File: src/rtl/iop_pkg.sv
package iop_pkg;

  typedef enum logic [2:0] {
    OSC_LP     = 3'd0,
    OSC_XT     = 3'd1,
    OSC_HS     = 3'd2,
    OSC_EC     = 3'd3,
    OSC_INT    = 3'd4,
    OSC_INT_IO = 3'd5,
    OSC_RC     = 3'd6,
    OSC_RC_IO  = 3'd7
  } osc_mode_e;

  typedef enum logic [1:0] {
    REG_PORT = 2'd0,
    REG_DIR  = 2'd1,
    REG_ANA  = 2'd2,
    REG_PULL = 2'd3
  } reg_sel_e;

  localparam int BUS_AW = 2;

endpackage

File: src/rtl/iop_regs.sv
module iop_regs
  import iop_pkg::*;
#(
  parameter int NPINS      = 6,
  parameter int DW         = 8,
  parameter int INONLY_PIN = 3
) (
  input  logic              clk,
  input  logic              rst,
  input  logic              wr,
  input  logic [BUS_AW-1:0] addr,
  input  logic [DW-1:0]     wdata,
  output logic [NPINS-1:0]  latch_q,
  output logic [NPINS-1:0]  dir_q,
  output logic [NPINS-1:0]  ana_q,
  output logic [NPINS-1:0]  pu_en_q,
  output logic              pull_off_q
);

  // pins that own an analog/pull-up bit: all but the input-only pin
  localparam logic [NPINS-1:0] OWN_MASK = ~(NPINS'(1) << INONLY_PIN);

  // bits between the pin field and the global disable bit are never stored
  logic unused_wdata_gap;
  assign unused_wdata_gap = ^wdata[DW-2:NPINS];

  always_ff @(posedge clk) begin
    if (rst) begin
      latch_q    <= '0;
      dir_q      <= '1;
      ana_q      <= OWN_MASK;
      pu_en_q    <= OWN_MASK;
      pull_off_q <= 1'b1;
    end else if (wr) begin
      unique case (reg_sel_e'(addr))
        REG_PORT: latch_q <= wdata[NPINS-1:0];
        REG_DIR:  dir_q   <= wdata[NPINS-1:0] | ~OWN_MASK;
        REG_ANA:  ana_q   <= wdata[NPINS-1:0] & OWN_MASK;
        REG_PULL: begin
          pu_en_q    <= wdata[NPINS-1:0] & OWN_MASK;
          pull_off_q <= wdata[DW-1];
        end
        default: ;
      endcase
    end
  end

endmodule

File: src/rtl/iop_claim.sv
module iop_claim
  import iop_pkg::*;
#(
  parameter int NPINS      = 6,
  parameter int CLK_PIN_A  = 4,
  parameter int CLK_PIN_B  = 5
) (
  input  logic [2:0]       mode,
  output logic [NPINS-1:0] claim
);

  localparam logic [NPINS-1:0] BIT_A = NPINS'(1) << CLK_PIN_A;
  localparam logic [NPINS-1:0] BIT_B = NPINS'(1) << CLK_PIN_B;

  always_comb begin
    unique case (osc_mode_e'(mode))
      OSC_LP, OSC_XT, OSC_HS:    claim = BIT_A | BIT_B;
      OSC_EC, OSC_RC, OSC_RC_IO: claim = BIT_B;
      default:                   claim = '0;
    endcase
  end

endmodule

File: src/rtl/iop_pin_slice.sv
module iop_pin_slice #(
  parameter bit IS_INONLY = 1'b0
) (
  input  logic clk,
  input  logic rst,
  input  logic dir,
  input  logic claimed,
  input  logic latch,
  input  logic pu_en,
  input  logic pull_off,
  input  logic rst_pin_mode,
  output logic eff_dir,
  output logic oe_q,
  output logic out_q,
  output logic pu_q
);

  logic oe_d, pu_d;

  assign eff_dir = IS_INONLY ? 1'b1 : (dir | claimed);
  assign oe_d    = IS_INONLY ? 1'b0 : ~eff_dir;
  assign pu_d    = IS_INONLY ? rst_pin_mode : (pu_en & ~pull_off & eff_dir);

  always_ff @(posedge clk) begin
    if (rst) begin
      oe_q  <= 1'b0;
      out_q <= 1'b0;
      pu_q  <= 1'b0;
    end else begin
      oe_q  <= oe_d;
      out_q <= latch;
      pu_q  <= pu_d;
    end
  end

endmodule

File: src/rtl/iop_readback.sv
module iop_readback
  import iop_pkg::*;
#(
  parameter int NPINS       = 6,
  parameter int DW          = 8,
  parameter int SYNC_STAGES = 2
) (
  input  logic              clk,
  input  logic              rst,
  input  logic              rd,
  input  logic [BUS_AW-1:0] addr,
  input  logic [NPINS-1:0]  pad_in,
  input  logic [NPINS-1:0]  eff_dir,
  input  logic [NPINS-1:0]  ana_q,
  input  logic [NPINS-1:0]  pu_en_q,
  input  logic              pull_off_q,
  output logic [DW-1:0]     rdata_q
);

  logic [NPINS-1:0] sync_q [SYNC_STAGES];
  logic [DW-1:0]    rd_mux;

  for (genvar s = 0; s < SYNC_STAGES; s++) begin : g_sync
    always_ff @(posedge clk) begin
      if (rst) sync_q[s] <= '0;
      else if (s == 0) sync_q[s] <= pad_in;
      else sync_q[s] <= sync_q[(s == 0) ? 0 : s-1];
    end
  end

  always_comb begin
    rd_mux = '0;
    unique case (reg_sel_e'(addr))
      REG_PORT: rd_mux[NPINS-1:0] = sync_q[SYNC_STAGES-1] & ~ana_q;
      REG_DIR:  rd_mux[NPINS-1:0] = eff_dir;
      REG_ANA:  rd_mux[NPINS-1:0] = ana_q;
      REG_PULL: begin
        rd_mux[NPINS-1:0] = pu_en_q;
        rd_mux[DW-1]      = pull_off_q;
      end
      default: ;
    endcase
  end

  always_ff @(posedge clk) begin
    if (rst)     rdata_q <= '0;
    else if (rd) rdata_q <= rd_mux;
  end

endmodule

File: src/rtl/iop_port.sv
module iop_port
  import iop_pkg::*;
#(
  parameter int NPINS       = 6,
  parameter int DW          = 8,
  parameter int SYNC_STAGES = 2,
  parameter int INONLY_PIN  = 3,
  parameter int CLK_PIN_A   = 4,
  parameter int CLK_PIN_B   = 5
) (
  input  logic             clk,
  input  logic             rst,
  input  logic [1:0]       bus_addr,
  input  logic             bus_wr,
  input  logic             bus_rd,
  input  logic [7:0]       bus_wdata,
  output logic [7:0]       bus_rdata,
  input  logic [2:0]       osc_mode,
  input  logic             rst_pin_mode,
  input  logic [5:0]       pad_in,
  output logic [5:0]       pad_oe,
  output logic [5:0]       pad_out,
  output logic [5:0]       pad_pu
);

  logic [NPINS-1:0] latch_q, dir_q, ana_q, pu_en_q, claim, eff_dir;
  logic             pull_off_q;

  iop_regs #(
    .NPINS(NPINS), .DW(DW), .INONLY_PIN(INONLY_PIN)
  ) u_regs (
    .clk(clk), .rst(rst), .wr(bus_wr), .addr(bus_addr), .wdata(bus_wdata),
    .latch_q(latch_q), .dir_q(dir_q), .ana_q(ana_q),
    .pu_en_q(pu_en_q), .pull_off_q(pull_off_q)
  );

  iop_claim #(
    .NPINS(NPINS), .CLK_PIN_A(CLK_PIN_A), .CLK_PIN_B(CLK_PIN_B)
  ) u_claim (
    .mode(osc_mode), .claim(claim)
  );

  for (genvar p = 0; p < NPINS; p++) begin : g_pin
    iop_pin_slice #(
      .IS_INONLY(p == INONLY_PIN)
    ) u_slice (
      .clk(clk), .rst(rst),
      .dir(dir_q[p]), .claimed(claim[p]), .latch(latch_q[p]),
      .pu_en(pu_en_q[p]), .pull_off(pull_off_q), .rst_pin_mode(rst_pin_mode),
      .eff_dir(eff_dir[p]),
      .oe_q(pad_oe[p]), .out_q(pad_out[p]), .pu_q(pad_pu[p])
    );
  end

  iop_readback #(
    .NPINS(NPINS), .DW(DW), .SYNC_STAGES(SYNC_STAGES)
  ) u_rb (
    .clk(clk), .rst(rst), .rd(bus_rd), .addr(bus_addr), .pad_in(pad_in),
    .eff_dir(eff_dir), .ana_q(ana_q), .pu_en_q(pu_en_q),
    .pull_off_q(pull_off_q), .rdata_q(bus_rdata)
  );

endmodule

File: config.mk
export PLATFORM = sky130hd
export DESIGN_NAME = iop_port
export DESIGN_NICKNAME = d
export VERILOG_FILES = /design/src/rtl/iop_pkg.sv /design/src/rtl/iop_regs.sv /design/src/rtl/iop_claim.sv /design/src/rtl/iop_pin_slice.sv /design/src/rtl/iop_readback.sv /design/src/rtl/iop_port.sv
export SDC_FILE = /design/constraint.sdc
export NUM_CORES = 1
export LEC_CHECK = 0
export BUFFER_PORTS_ARGS = -buffer_cell sky130_fd_sc_hd__buf_2
export CAP_MARGIN = 20
export CORE_UTILIZATION = 40
export DETAILED_ROUTE_END_ITERATION = 10
export PLACE_DENSITY = 0.72
export SYNTH_ARGS = -nofsm -noshare
export SYNTH_HDL_FRONTEND = slang
export SYNTH_SLANG_ARGS = --single-unit
File: constraint.sdc
create_clock -name clk -period 1.9 [get_ports clk]
set_clock_uncertainty 0.15 [all_clocks]
set_input_delay 0.38 -clock clk [delete_from_list [all_inputs] [get_ports clk]]
set_output_delay 0.38 -clock clk [all_outputs]
set_load 0.01 [all_outputs]
Word-level counts from Yosys, hierarchy flattened
Memory sizes are Yosys's and may differ from the RTL's.
Cells that the tools add are included.
{ "word_totals": {"n_memories": 1, "word_cells": 73, "ff_bits": 46, "in_bits": 24, "ram_bits": 12, "output_inout_bits": 26} }
{ "classes": {"bitwise": 25, "mux": 8, "n_reduce_logical": 8, "eq_ne": 8} }
{ "mem_list": {"columns": ["memory", "words", "word_bits", "rd", "rd_ports_with_merged_regs", "wr", "line", "text"], "rows": [
  ["u_rb.sync_q", 2, 6, 2, 0, 2, "iop_readback.sv:20", "logic [NPINS-1:0] sync_q [SYNC_STAGES];"]
]} }
{ "ops": {"columns": ["op", "count"], "rows": [
  ["$pmux 6 s4", 1],
  ["$mux 6", 2],
  ["$pmux 6 s2", 1],
  ["$and 1x1->1", 10],
  ["$reduce_and 2->1", 4],
  ["$or 1x1->1", 7],
  ["$and 6x6->6", 1],
  ["$eq 3x2->1 const B", 2],
  ["$eq 3x3->1 const B", 2],
  ["$not 1->1", 6],
  ["$not 6->6", 1],
  ["$reduce_or 3->1", 2],
  ["$eq 2x2->1 const B", 2],
  ["$mux 1", 4],
  ["$eq 3x1->1 const B", 1],
  ["$logic_not 3->1", 1],
  ["$eq 2x1->1 const B", 1],
  ["$logic_not 2->1", 1]
]} }

Longest topological paths before layout
Gate-level depths: netlist (run 1).
{ "depth": {"ltp_word": 5, "depth_mapped": 5, "depth_no_buf": 3} }

By module
A second synthesis (run 1) with hierarchy kept.
{ "hier_totals": {"hier_cells": 230, "hier_area_um2": 2288.4} }
{ "by_module_without_submodules": {"columns": ["module", "cells_each", "seq_area_each_um2", "n_inst", "area_each_um2"], "rows": [
  ["iop_regs", 90, 440.4, 1, 898.4],
  ["iop_readback", 85, 380.4, 1, 825.8],
  ["iop_pin_slice (g_pin[0].u_slice ...)", 8, 60.1, 5, 88.8],
  ["iop_pin_slice (g_pin[3].u_slice)", 8, 40.0, 1, 75.1],
  ["iop_claim", 7, 0.0, 1, 45.0]
]} }

Least setup slack after synthesis (run 1)
OpenSTA, ideal clock, no wires.
{ "synth_path": {"kind": "input -> register", "start": "in bus_addr[1]", "end": "reg u_rb.rdata_q[4]", "required_ps": 1662, "setup_ps": 88, "arrival_time_ps": 1211, "path_buffers": 1, "slack_ps": 450, "stages": 3, "cell_sequence": "buf_6 > or4b_4 > a311oi_2"} }
{ "synth_between": {"elab_chain_len": 2, "word_cells_on_any_way": 5, "cone_classes": "eq/ne: 3; mux: 1; reduce/logical: 1"} }
{ "synth_lines": {"columns": ["item", "line", "text"], "rows": [
  ["from (decl)", "iop_port.sv:13", "input logic [1:0] bus_addr,"],
  ["$eq 2x2->1 (tied with other cells)", "iop_readback.sv:33", "unique case (reg_sel_e'(addr))"],
  ["$pmux 6 s4 *", "iop_readback.sv:33", null],
  ["to (signal assigned)", "iop_readback.sv:47", "else if (rd) rdata_q <= rd_mux;"],
  ["to (decl)", "iop_readback.sv:17", "output logic [DW-1:0] rdata_q"]
]} }
Every way passes the cells marked *; elsewhere a longest branch is shown, timed or not.
A chain may end at the register's enable or synchronous reset.

Worst setup path after layout (run 1)
{ "layout_path": {"start": "reg u_regs.dir_q[5]", "end": "reg u_rb.rdata_q[5]"} }
{ "layout_between": {"elab_chain_len": 2} }
{ "layout_lines": {"columns": ["item", "line", "text"], "rows": [
  ["from (decl)", "iop_regs.sv:14", "output logic [NPINS-1:0] dir_q,"],
  ["from (signal assigned)", "iop_regs.sv:37", "REG_DIR: dir_q <= wdata[NPINS-1:0] | ~OWN_MASK;"],
  ["$or 1x1->1", "iop_pin_slice.sv:20", "assign eff_dir = IS_INONLY ? 1'b1 : (dir | claimed);"],
  ["$pmux 6 s4", "iop_readback.sv:33", null]
]} }
No other way between the ends.

==> metrics, run 1 <==
status completed; placeable core region 0.00524 mm²; Setup crit end kind register; predominant post-synthesis flop cell dfxtp_1; router iterations before antenna repair 4; Util after Layout 0.485; CTS hold repair buffers 0; initial antenna violation count 0; placed cell area 0.00236 mm²; vias in the first global route 1428; minimum clock period 1.42 ns; largest fanout on the critical path 3; HPWL Detailed 2840 µm; Yosys warning total 0; Max IR drop VDD 0.000654 V; Vias/cell 4.69; Clk pin slew, worst setup/hold paths 0.06 ns; maximum root-to-sink buffer count 2; Setup Viol. Count Final 0; Netlist Area Pre-Place 0.00222 mm²; setup_tns 0 ns; initial DRC count 84; fin nets 271; pin count of the biggest net entering global routing 24; fraction of registers with async set/reset 0; final wirelength 4100 µm; Total GRT Usage 0.156; Post-synth EDFFs 0; Max Cap Viol 0; die area 0.00585 mm²; Avg Cell Area, Syn 10.3 µm²; Placer Congestion 0.848; commonest cells after routing, fill and taps aside dfxtp_1 (58), buf_2 (46), nand2_1 (22), nor2b_1 (20), mux2i_1 (16); Yosys reg bits 58; WHS 0.108 ns; n_diodes 0; ANT nets after route 0; max-slew violation count 0; root buf cell clkbuf_8; CTS Buf Count 9; CP Launch Type register; Ports 50; WS Path Type reg -> reg; final instance area 0.00254 mm²; multi-input logic area 843 µm²; Syn Inst Count 216; DRC Markers 0; Fillers 505; Clock Sinks 58; post-DR wirelength/cell 12.7 µm; sequential element share of the synthesized area 0.523; row count 26; CP arrival 1.48 ns; die height 76.5 µm; GRT Residual Overflow 0; Power Total 2.50 mW; Area Overhead vs Synth 14.4%; Worst Reg2Reg Path Length in Cells 3; Worst Path Required 1.96 ns; CTS tree built; via count 1510; final hold violations 0; Fmax achieved 0.704 GHz; first-pass GRT wire length 6860 µm; most common cell after layout, fill and taps aside dfxtp_1; Hold WC Path Type in -> reg; unrepaired setup endpoints after global routing false; PortBufs 46; Final Cycle Share 0.748; post-CTS resize count 0; Synth cell types 36; register area 0.00116 mm²; Worst Hold Depth 2; clock latency on the worst-skew pair 0.33 ns; leakage power 1.18 nW; Horiz. Die Dim 76.5 µm; CTS H-tree depth 3; layout cells sized above 1 0.294; post-CTS setup buffers 0; Initial Util 0.424; Power Dens Cells 985 mW/mm²
==> stage by stage <==
step                std cells  worst slack, ns
floorplan                 217            0.450
global placement          306            0.195
detailed placement        306            0.188
CTS                       322            0.474
global route              322            0.378
finish                    322            0.479
==> cell families after synthesis <==
kind of cell,count (synthesis),share of synthesized area
and+or+nand+nor,84,0.216
DFF,58,0.523
buffers and inverters,33,0.0986
AOI/OAI and AO/OA,21,0.0733
muxes,19,0.0874
other,1,0.00169
==> cell usage after synthesis (2+ instances only) <==
cell       n  area share
dfxtp_1   58        0.52
nand2_1   22       0.037
nor2b_1   20       0.056
buf_4     19       0.064
mux2i_1   16       0.072
nor2_1    12       0.020
clkbuf_1   7       0.012
nand3_1    7       0.016
a21oi_1    6       0.014
and3_1     5       0.014
nand2b_1   5       0.014
a21o_1     4       0.014
buf_6      3       0.015
inv_1      3      0.0051
mux2_2     3       0.015
nor3b_1    3       0.010
o221ai_1   3       0.012
o211ai_1   2      0.0068
==> power by group <==
group | switching (mW) | total [mW] | internal (mW)
sequential | 0.0211 | 1.29 | 1.27
combinational | 0.107 | 0.196 | 0.0890
clock | 0.442 | 1.02 | 0.576
total | 0.570 | 2.50 | 1.93
==> final timing paths <==
| path | from | endpoint | slack, ns |
|---|---|---|---|
| setup / recovery | u_regs.dir_q[5] | u_rb.rdata_q[5] | 0.48 |
| hold / removal | pad_in[3] | u_rb.sync_q[0][3] | 0.11 |
| setup reg to reg | u_regs.dir_q[5] | u_rb.rdata_q[5] | 0.48 |
| hold reg to reg | u_rb.sync_q[0][0] | u_rb.sync_q[1][0] | 0.28 |
==> critical path, stage by stage (launching register included) <==
cell	delay, ns
dfxtp_1	0.32
or3b_2	0.51
a32oi_1	0.22
o32ai_1	0.10
==> area by class of cell <==
cell class | count | share of cell area
multi-input combinational | 126 | 0.332
inverter | 3 | 0.00444
timing repair buffer | 49 | 0.0996
sequential | 58 | 0.457
tap | 70 | 0.0345
clock buffer | 14 | 0.0680
clock inverter | 2 | 0.00394
==> flip-flops by register name, summed over array words and instances (netlist names), 5 cells and up <==
name and flops:
g_pin.u_slice.oe_q 5, u_regs.latch_q 6, u_regs.dir_q 5, u_regs.pu_en_q 5, g_pin.u_slice.pu_q 6, u_regs.ana_q 5
u_rb.sync_q 12, u_rb.rdata_q 7, g_pin.u_slice.out_q 6
==> layer usage <==
layer | wire (µm) | part of all wire | up-vias | track usage
li1 | - | - | 769 | -
met1 | 1760 | 0.43 | 687 | 0.179
met2 | 2040 | 0.50 | 50 | 0.250
met3 | 256 | 0.062 | 4 | 0.0766
met4 | 38 | 0.0093 | 0 | 0.0519
met5 | 0 | 0 | - | 0
Power figures use the tool's default switching activity.
==> inputs of run 2 (changes only) <==
--- a/config.mk
+++ b/config.mk
@@ -9,7 +9,7 @@
 export CAP_MARGIN = 20
 export CORE_UTILIZATION = 40
 export DETAILED_ROUTE_END_ITERATION = 10
-export PLACE_DENSITY = 0.72
+export PLACE_DENSITY = 0.74
 export SYNTH_ARGS = -nofsm -noshare
 export SYNTH_HDL_FRONTEND = slang
 export SYNTH_SLANG_ARGS = --single-unit
==> constraint.sdc (replaced) <==
create_clock -name clk -period 1.27 [get_ports clk]
set_clock_uncertainty 0.15 [all_clocks]
set_input_delay 0.254 -clock clk [delete_from_list [all_inputs] [get_ports clk]]
set_output_delay 0.254 -clock clk [all_outputs]
set_load 0.01 [all_outputs]
==> metrics, run 2 (synthesis results as in run 1) <==
initial DRC count 59; most common cell after layout, fill and taps aside dfxtp_1; post-DR wirelength/cell 12.4 µm; commonest cells after routing, fill and taps aside dfxtp_1 (57), buf_2 (46), nand2_1 (22), nor2b_1 (20); row count 26; Horiz. Die Dim 76.5 µm; CP Launch Type register; GRT Residual Overflow 0; Power Total 4.41 mW; Crit path depth 3; Worst Reg2Reg Path Length in Cells 3; leakage power 1.33 nW; CP arrival 1.34 ns; die area 0.00585 mm²; post-route setup slack -0.0111 ns; vias in the first global route 1580; Area Overhead vs Synth 27.0%; router iterations before antenna repair 4; HPWL Detailed 2950 µm; Placer Congestion 0.838; max-slew violation count 0; root buf cell clkbuf_8; status finished with violations; Worst Hold Depth 3; Buf/Inv on CP 0; unrepaired setup endpoints after global routing true; Max Cap Viol 0; Initial Util 0.424; initial antenna violation count 0; Clk pin slew, worst setup/hold paths 0.07 ns; maximum root-to-sink buffer count 2; CTS H-tree depth 3; clock latency on the worst-skew pair 0.34 ns; Final Cycle Share 1.01; ANT nets after route 0; critical path's largest stage delay 0.39 ns; DP Worst Slack -0.205 ns; Setup Viol. Count Final 1; Biggest register u_rb.sync_q; failing checks negative setup slack; final hold violations 0; Hold WC Path Type in -> reg; layout cells sized above 1 0.331; largest fanout on the critical path 3; via count 1611; Power Dens Cells 1560 mW/mm²; Cell Chain, Critical Path or3b_4, a32oi_1, o32ai_1; placeable core region 0.00524 mm²; pin count of the biggest net entering global routing 18; critical path's slowest cell or3b_4; Largest register FFs 12; final wirelength 4280 µm; Max IR drop VDD 0.000662 V; minimum clock period 1.28 ns; n_diodes 0; Fmax achieved 0.781 GHz; Setup crit end kind register; PortBufs 46; CTS tree built; DRC Markers 0; Total GRT Usage 0.159; Ports 50; fin nets 294; first-pass GRT wire length 7090 µm; CTS Buf Count 9; Worst Path Required 1.33 ns; WS Path Type reg -> reg; Crit path max-delay family simple AND/OR/NAND/NOR gates; die height 76.5 µm; Vias/cell 4.67; biggest regs u_rb.sync_q x12, u_rb.rdata_q x7; Clock Sinks 58
## run 2: worst paths after layout
kind                          start           endpoint  slack [ns]
setup / recovery    u_regs.dir_q[5]    u_rb.rdata_q[5]       -0.01
hold / removal         bus_wdata[2]  u_regs.pu_en_q[2]        0.03
setup reg to reg    u_regs.dir_q[5]    u_rb.rdata_q[5]       -0.01
hold reg to reg   u_rb.sync_q[0][3]  u_rb.sync_q[1][3]        0.29
## run 2: what timing repair did
item / CTS / global route
setup endpoints to repair: 2 / 2
setup buffers: 0 / 0
hold buffers: 9 / 0
hold endpoints to repair: 9 / 0
pin swaps: 5 / 0
gates resized for setup: 1 / 0
## run 2: power breakdown
part	leakage, nW	total, mW	switching [mW]	internal [mW]
clock	0.129	2.13	0.730	1.40
combinational	0.722	0.348	0.169	0.180
sequential	0.474	1.92	0.0319	1.89
total	1.33	4.41	0.930	3.48
## run 2: area by class of cell
cell class / instances / area, µm²
clock buffers: 11 / 151
clock inverters: 5 / 100
fillers: 486 / 2420
inverters: 3 / 11.3
multi-input cells: 126 / 846
flip-flops and latches: 58 / 1160
well taps: 70 / 87.6
repair buffers: 72 / 460
## run 2: metal layers
layer,part of all wire,global-route usage,wire length [µm],up-vias
li1,-,-,-,818
met1,0.47,0.181,2010,747
met2,0.47,0.259,2000,34
met3,0.042,0.0563,180,12
met4,0.020,0.0885,86,0
met5,0,0,0,-
## run 2: stage by stage
step           hold WS (ns)  instances   util  TNS [ns]  area [µm²]
3_3_place_gp          0.272        320  0.473     -2.66        2480
2_1_floorplan         0.227        217      -   -0.0451        2230
3_5_place_dp          0.273        320  0.473     -3.24        2480
4_1_cts              0.0227        345  0.538   -0.0255        2820
6_report             0.0277        345  0.538   -0.0111        2820
5_1_grt              0.0294        345  0.538    -0.100        2820
## run 2: worst reg2reg max path, stage by stage (launching register included)
cell     delay (ns)
dfxtp_1        0.31
or3b_4         0.39
a32oi_1        0.21
o32ai_1        0.09
==> inputs of run 3 (changes only) <==
--- a/config.mk
+++ b/config.mk
@@ -5,11 +5,12 @@
 export SDC_FILE = /design/constraint.sdc
 export NUM_CORES = 1
 export LEC_CHECK = 0
+export ABC_AREA = 1
 export BUFFER_PORTS_ARGS = -buffer_cell sky130_fd_sc_hd__buf_2
 export CAP_MARGIN = 20
 export CORE_UTILIZATION = 40
 export DETAILED_ROUTE_END_ITERATION = 10
-export PLACE_DENSITY = 0.74
+export PLACE_DENSITY = 0.75
 export SYNTH_ARGS = -nofsm -noshare
 export SYNTH_HDL_FRONTEND = slang
 export SYNTH_SLANG_ARGS = --single-unit
==> metrics, run 3 <==
status completed; Power Dens Cells 1610 mW/mm²; Area Overhead vs Synth 26.2%; leakage power 1.43 nW; share of the synthesized area in the top cell type 0.532; layout cells sized above 1 0.229; fraction of registers with async set/reset 0; post-CTS setup buffers 0; Netlist Area Pre-Place 0.00218 mm²; r2r setup slk 0.20 ns; Post-synth EDFFs 0; max-slew violation count 0; clock latency on the worst-skew pair 0.33 ns; WS Path Type reg -> out; router iterations before antenna repair 4; Fmax achieved 0.838 GHz; largest cells by area after synthesis dfxtp_1 (53%), nand2_1 (9.3%), inv_1 (7.1%); minimum clock period 1.19 ns; Synth top cells by count dfxtp_1 (58), nand2_1 (54), inv_1 (41), nor2_1 (41), nand3_1 (22); multi-input logic area 684 µm²; maximum root-to-sink buffer count 2; predominant post-synthesis flop cell dfxtp_1; setup_tns 0 ns; CP Launch Type register; Biggest register u_rb.sync_q; Ports 50; CTS Buf Count 9; final hold violations 0; via count 1763; register area 0.00116 mm²; Max Cap Viol 0; GRT Residual Overflow 0; Total GRT Usage 0.174; Synth cell types 18; most common cell after layout, fill and taps aside dfxtp_1; Syn Inst Count 281; pin count of the biggest net entering global routing 20; cell taking the most area after synthesis dfxtp_1; post-route setup slack 0.0764 ns; vias in the first global route 1613; die area 0.00575 mm²; Placer Congestion 0.951; die height 75.8 µm; most common cell in the netlist dfxtp_1; CP arrival 0.79 ns; HPWL Detailed 3060 µm; Util after Layout 0.532; unrepaired setup endpoints after global routing false; critical path's slowest cell dfxtp_1; initial antenna violation count 0; Final Cycle Share 0.940; first-pass GRT wire length 7050 µm; Horiz. Die Dim 75.8 µm; WHS 0.0526 ns; sequential element share of the synthesized area 0.532; fin cells 406; Initial Util 0.422; CTS H-tree depth 3; post-DR wirelength/cell 10.5 µm; initial DRC count 96; Vias/cell 4.34; fin nets 355; critical path's largest stage delay 0.33 ns; Crit path max-delay family flip-flops; Yosys reg bits 58; Clk pin slew, worst setup/hold paths 0.06 ns; root buf cell clkbuf_8; Cell Chain, Critical Path buf_2; Setup crit end kind output pin; commonest cells after routing, fill and taps aside dfxtp_1 (58), nand2_1 (54), buf_2 (46), inv_1 (41), nor2_1 (41); CTS tree built; DRC Markers 0; post-CTS resize count 0; Hold WC Path Type in -> reg; Clock Sinks 58; placeable core region 0.00517 mm²; ANT nets after route 0; Worst Path Required 0.87 ns; DP Worst Slack -0.00516 ns; row count 26; Largest register FFs 12; PortBufs 46; Yosys warning total 0; largest fanout on the critical path 2; n_diodes 0; Setup Viol. Count Final 0; Max IR drop VDD 0.000804 V; biggest regs u_rb.sync_q x12, u_rb.rdata_q x7; dpl cells 382; Avg Cell Area, Syn 7.76 µm²; Fillers 493; final wirelength 4260 µm; Buf/Inv on CP 1
## run 3: cell types whose count changed after synthesis, moves of 4 or more
cell,change
nand3_1,+15
o211ai_1,+6
nand2b_1,-5
and3_1,-5
nor2_1,+29
nand2_1,+32
inv_1,+38
o21ai_0,+13
mux2i_1,-16
a21o_1,-4
nor2b_1,-20
## run 3: metrics by stage
step	total power [mW]	instance area, µm²
floorplan	2.20	2180
CTS	4.47	2750
global placement	2.32	2420
detailed placement	2.33	2420
global route	4.62	2750
finish	4.42	2750
## run 3: final timing paths
kind                startpoint                 to  cells after the start
max            u_rb.rdata_q[7]       bus_rdata[7]                      1
min               bus_wdata[5]    u_regs.dir_q[5]                      3
max reg2reg    u_regs.dir_q[5]    u_rb.rdata_q[5]                      6
min reg2reg  u_rb.sync_q[0][0]  u_rb.sync_q[1][0]                      2
## run 3: layer usage
metal,GRT usage,vias up,share of wire
met1,0.194,765,0.45
met3,0.0675,10,0.052
met4,0.109,0,0.027
met5,0,-,0
li1,-,939,-
met2,0.280,49,0.47
## run 3: timing repair
item                                    CTS  global route
hold buffers                              8             0
endpoints found under the setup margin    0             0
hold endpoints to repair                  8             0
## run 3: where the power goes
group	internal [mW]	switching, mW	total [mW]
registers	1.91	0.0346	1.94
logic	0.156	0.209	0.365
clock network	1.41	0.704	2.11
total	3.47	0.947	4.42
## run 3: layout make-up
type	count	area share
Clock buffer	12	0.0564
Clock inverter	4	0.0355
Inverter	43	0.0586
Multi-Input combinational cell	154	0.249
Sequential cell	58	0.422
Tap cell	70	0.0318
Timing Repair Buffer	65	0.147
## run 3: kinds of logic (layout without fill, tap and decap cells)
| family | count (synthesis) | after routing | share of synthesized area |
|---|---|---|---|
| AOI/OAI and AO/OA | 30 | 30 | 0.0780 |
| DFF | 58 | 58 | 0.532 |
| buffers and inverters | 70 | 124 | 0.155 |
| and+or+nand+nor | 122 | 122 | 0.232 |
| other | 1 | 2 | 0.00172 |
